File: src/rtl/dpram_pkg.sv
package dpram_pkg;

  // Strobes passed from the control side to the storage datapath.
  typedef struct packed {
    logic commitWr;   // captured write request, commits on the coming edge
  } dpramStrobe_t;

  // Elaboration-time content generator: base plus index times step.
  function automatic logic [63:0] initWord(input longint unsigned base,
                                           input longint unsigned step,
                                           input longint unsigned idx);
    return 64'(base + idx * step);
  endfunction

endpackage

File: src/rtl/dpram_ctrl.sv
module dpram_ctrl
  import dpram_pkg::*;
(
  input  logic         clk,
  input  logic         rstN,
  input  logic         wrEn,
  output dpramStrobe_t strb
);

  logic wrEnQ;

  always_ff @(posedge clk or negedge rstN) begin
    if (!rstN) wrEnQ <= 1'b0;
    else       wrEnQ <= wrEn;
  end

  always_comb begin
    strb.commitWr = wrEnQ;
  end

  // a write request becomes a commit strobe one edge later
  a_r3_req_captured: assert property (@(posedge clk) disable iff (!rstN)
    wrEn |=> strb.commitWr);

  // no request means no commit on the next edge
  a_r5_idle_no_commit: assert property (@(posedge clk) disable iff (!rstN)
    !wrEn |=> !strb.commitWr);

endmodule

File: src/rtl/dpram_store.sv
module dpram_store
  import dpram_pkg::*;
#(
  parameter int          ADDR_BITS = 4,
  parameter int          DATA_BITS = 8,
  parameter longint unsigned INIT_BASE = 29,
  parameter longint unsigned INIT_STEP = 13
) (
  input  logic                 clk,
  input  logic                 rstN,
  input  dpramStrobe_t         strb,
  input  logic [ADDR_BITS-1:0] wrAddrIn,
  input  logic [DATA_BITS-1:0] wrDataIn,
  input  logic [ADDR_BITS-1:0] rdAddrIn,
  output logic [DATA_BITS-1:0] rdData
);

  localparam int DEPTH = 1 << ADDR_BITS;

  typedef logic [DATA_BITS-1:0] word_t;
  typedef word_t image_t [DEPTH];

  function automatic image_t buildImage();
    image_t img;
    for (int i = 0; i < DEPTH; i++) begin
      img[i] = word_t'(initWord(INIT_BASE, INIT_STEP, longint'(i)));
    end
    return img;
  endfunction

  image_t mem = buildImage();

  logic [ADDR_BITS-1:0] wrAddrQ;
  logic [DATA_BITS-1:0] wrDataQ;
  logic [ADDR_BITS-1:0] rdAddrQ;

  // Input-side registers; the array itself is never reset.
  always_ff @(posedge clk or negedge rstN) begin
    if (!rstN) begin
      wrAddrQ <= '0;
      wrDataQ <= '0;
      rdAddrQ <= '0;
    end else begin
      wrAddrQ <= wrAddrIn;
      wrDataQ <= wrDataIn;
      rdAddrQ <= rdAddrIn;
    end
  end

  always_ff @(posedge clk) begin
    if (strb.commitWr) mem[wrAddrQ] <= wrDataQ;
  end

  // Unregistered read through the captured address, no bypass path.
  always_comb begin
    rdData = mem[rdAddrQ];
  end

  // the read address is captured on each edge
  a_r2_rd_addr_captured: assert property (@(posedge clk) disable iff (!rstN)
    1'b1 |=> rdAddrQ == $past(rdAddrIn));

  // a same-edge collision shows the freshly written word
  a_r6_collision_new_word: assert property (@(posedge clk) disable iff (!rstN)
    (strb.commitWr && wrAddrQ == rdAddrIn) |=> rdData == $past(wrDataQ));

  // no commit and an unchanged read address leave the output still
  a_r5_hold_without_commit: assert property (@(posedge clk) disable iff (!rstN)
    (!strb.commitWr && rdAddrIn == rdAddrQ) |=> $stable(rdData));

endmodule

File: src/rtl/dpram_paraminit.sv
module dpram_paraminit
  import dpram_pkg::*;
#(
  parameter int          ADDR_BITS = 4,
  parameter int          DATA_BITS = 8,
  parameter longint unsigned INIT_BASE = 29,
  parameter longint unsigned INIT_STEP = 13
) (
  input  logic                 clk,
  input  logic                 rstN,
  input  logic                 wrEn,
  input  logic [ADDR_BITS-1:0] wrAddr,
  input  logic [DATA_BITS-1:0] wrData,
  input  logic [ADDR_BITS-1:0] rdAddr,
  output logic [DATA_BITS-1:0] rdData
);

  dpramStrobe_t strb;

  dpram_ctrl uCtrl (
    .clk  (clk),
    .rstN (rstN),
    .wrEn (wrEn),
    .strb (strb)
  );

  dpram_store #(
    .ADDR_BITS (ADDR_BITS),
    .DATA_BITS (DATA_BITS),
    .INIT_BASE (INIT_BASE),
    .INIT_STEP (INIT_STEP)
  ) uStore (
    .clk      (clk),
    .rstN     (rstN),
    .strb     (strb),
    .wrAddrIn (wrAddr),
    .wrDataIn (wrData),
    .rdAddrIn (rdAddr),
    .rdData   (rdData)
  );

  // while reset is held the write side stays idle
  a_r7_reset_idle: assert property (@(posedge clk)
    !rstN |-> !strb.commitWr);

endmodule

File: config.mk
export PLATFORM = sky130hd
export DESIGN_NAME = dpram_paraminit
export DESIGN_NICKNAME = d
export VERILOG_FILES = /design/src/rtl/dpram_pkg.sv /design/src/rtl/dpram_ctrl.sv /design/src/rtl/dpram_store.sv /design/src/rtl/dpram_paraminit.sv
export SDC_FILE = /design/constraint.sdc
export NUM_CORES = 1
export LEC_CHECK = 0
export ABC_AREA = 1
export BUFFER_PORTS_ARGS = -buffer_cell sky130_fd_sc_hd__buf_2
export CORE_AREA = 2 2 153 155
export CTS_CLUSTER_DIAMETER = 80
export DETAILED_ROUTE_END_ITERATION = 7
export DIE_AREA = 0 0 155 157
export MAX_ROUTING_LAYER = met4
export SLEW_MARGIN = 20
export SYNTH_ARGS = -nofsm -noshare
export SYNTH_HDL_FRONTEND = slang
export SYNTH_SLANG_ARGS = --single-unit
File: constraint.sdc
create_clock -name clk -period 2.2 [get_ports clk]
set_clock_uncertainty 0.15 [all_clocks]
set_input_delay 0.11 -clock clk [delete_from_list [all_inputs] [get_ports clk]]
set_output_delay 0.11 -clock clk [all_outputs]
set_load 0.05 [all_outputs]
==> reports/results.txt <==
Row Count - 55
Ys Warns - 0
first-pass GRT wire length - 22.8 mm
Req. time, crit path - 1.94 ns
Longest Clk Path Bufs - 2
cts bufs inserted - 17
max-cap violations - 0
storage element area - 4270 sq um
CP Max Fanout - 6
largest net degree at the start of global routing - 43
number of synthesized flops with an enable pin - 128
Max Clock Freq - 463 MHz
worst hold path class - in2reg
Worst Hold End - uStore.wrDataQ[6]
critical path type - reg2out
status - finished, final reports clean
CTS Sinks - 145
io pins - 27
fin crit share - 98.1%
FF-to-FF End - uStore.mem[9][3]
fin cells - 932
Layout area overhead - 30.6%
total power - 6610 uW
share of layout cells above drive strength 1 - 22.3%
insertion delay to the later sink of the worst-skew pair - 0.42 ns
crit path DAT - 1.90 ns
setup slack, reg-to-reg - 0.67 ns
Hold Vio Cnt, Final - 0
Pleak - 0.00335 uW
wirelength, routed - 15.3 mm
Yosys top cell area share - 63.7%
drt drc - 0
worst hold slack - 0.174 ns
via-per-instance ratio - 4.42
Worst Tran Pin Value - 0.767 ns
Layout Nets - 654
min Tclk post-route - 2.16 ns
Die W - 155 um
DRT iter0 DRCs - 379
RSZ-0062 raised after global routing - yes
launching point of the worst reg2reg path - uStore.wrAddrQ[2]
ys flop type - edfxtp_1
maximum VDD drop - 0.550 mV
syn_nets - 579
GR Overflow Total - 0
Worst Setup End Kind - primary output
Filler Cell Count - 2182
Post-DP HPWL - 9.21 mm
placed cell areas - 6590 sq um
Synth cell types - 13
Antenna Violating Nets Remaining - 0
vias in the first global route - 3848
Netlist Area Pre-Place - 6040 sq um
Final Instance Area - 7890 sq um
ant diodes - 0
Startpoint Class - flop
syn avg cell area - 10.8 sq um
Hold Startpoint - wrData[6]
Port Buffer Count - 26
vias post-DR - 4115
first-pass detailed-route iteration total - 5
commonest cells in the synthesized netlist - 173 x nand2_1, 128 x edfxtp_1, 100 x inv_1
PnR worst setup slack - 0.0419 ns
CTS HTree Levels - 4
synth top area cells - edfxtp_1 64%, nand2_1 11%, nand3_1 8.0%
dpl cells - 873
share of synthesized registers carrying an async set or reset - 11.7%
#FFs+latches synth - 145
DIE HEIGHT - 157 um
Synth area leader - edfxtp_1
GP Congestion - 0.829
WHS Path Cells - 2
pre-CTS setup slack - 0.326 ns
die area - 24300 sq um
Core Area - 22500 sq um
clock root cell - clkbuf_16
CTS tree - built
antenna violations before repair - 0
Synth Instances - 560
most frequent cell after synthesis - nand2_1
fin. max-slew vios - 0
Power Dens Cells - 838 nW/um^2
Initial Utilization - 26.8%
Slew Limit Headroom - 48.9%
clock transition at the registers of the reported paths - 0.06 ns
Setup Viol. Count Final - 0
Seq/Total Area, Yosys - 70.7%
FF-to-FF path depth - 3
total track usage - 13.3%
routed len/inst - 16.4 um
multi-input logic area - 1480 sq um
-- layout by cell type (no fill, tap or decap), drive strengths merged --
cell type / n
nor2: 17
clkinv: 7
inv: 101
dlygate4sd3: 19
buf: 60
clkinvlp: 3
nand2: 173
nand3b: 2
dfrtp: 17
nand3: 97
bufinv: 4
clkbuf: 19
edfxtp: 128
-- where the power goes --
group	internal [uW]	switching (uW)	leakage, uW
Combinational	212	325	0.00171
Clock	1870	1060	0.000284
Sequential	3060	72.7	0.00135
Total	5140	1460	0.00335
-- final cells by class --
class / instances / area share, %
Sequential cell: 145 / 54.2
Clock buffer: 18 / 5.44
Inverter: 102 / 4.97
Multi-Input combinational cell: 289 / 18.8
Timing Repair Buffer: 80 / 9.95
Clock inverter: 13 / 2.13
Tap cell: 285 / 4.52
-- logic make-up after synthesis --
| group | share of synthesized area, % |
|---|---|
| flops | 70.7 |
| buf+inv | 9.20 |
| simple gates | 20.1 |
-- how the worst max path moves through the flow --
stage                           start        end  slack (ns)  cells past startpoint
CTS                 uStore.rdAddrQ[0]  rdData[6]       0.002                      8
global route        uStore.rdAddrQ[0]  rdData[2]       -0.04                      9
floorplan           uStore.rdAddrQ[1]  rdData[6]        0.66                      7
detailed placement  uStore.rdAddrQ[0]  rdData[5]        0.33                      9
finish              uStore.rdAddrQ[0]  rdData[2]        0.04                      9
global placement    uStore.rdAddrQ[0]  rdData[5]        0.33                      9
-- routing by layer --
layer / wire, um / up-vias / global-route usage [%]
li1: - / 1956 / -
met5: 0 / - / -
met1: 7170 / 1983 / 18.2
met2: 6690 / 155 / 18.6
met3: 1210 / 21 / 4.10
met4: 223 / 0 / 4.81
-- critical path: stages, from the launching register on --
cell	delay (ns)
dfrtp_2	0.46
clkinv_4	0.14
buf_12	0.16
clkbuf_16	0.16
nand2_4	0.06
nand3_4	0.07
nand3_4	0.09
nand3_2	0.08
nand2_2	0.11
buf_8	0.15
-- timing repair --
action,in CTS,in global routing
cloned,2,1
pin swaps,1,20
setup buffers,4,3
hold buffers,19,0
endpoints found under the setup margin,8,8
endpoints found under the hold margin,34,0
gates resized for setup,28,65
-- sequential cells by signal (all words and copies together) (netlist names) --
register / count
uStore.wrAddrQ: 4
uCtrl.strb: 1
uStore.wrDataQ: 8
uStore.rdAddrQ: 4
uStore.mem: 128
-- stage by stage --
stage	TNS [ns]	util (%)
2_1_floorplan	0	-
3_3_place_gp	0	29.3
3_5_place_dp	0	29.3
4_1_cts	0	33.6
5_1_grt	-0.147	35.0
6_report	0	35.0
No activity file was read; power rests on OpenSTA's default activity.
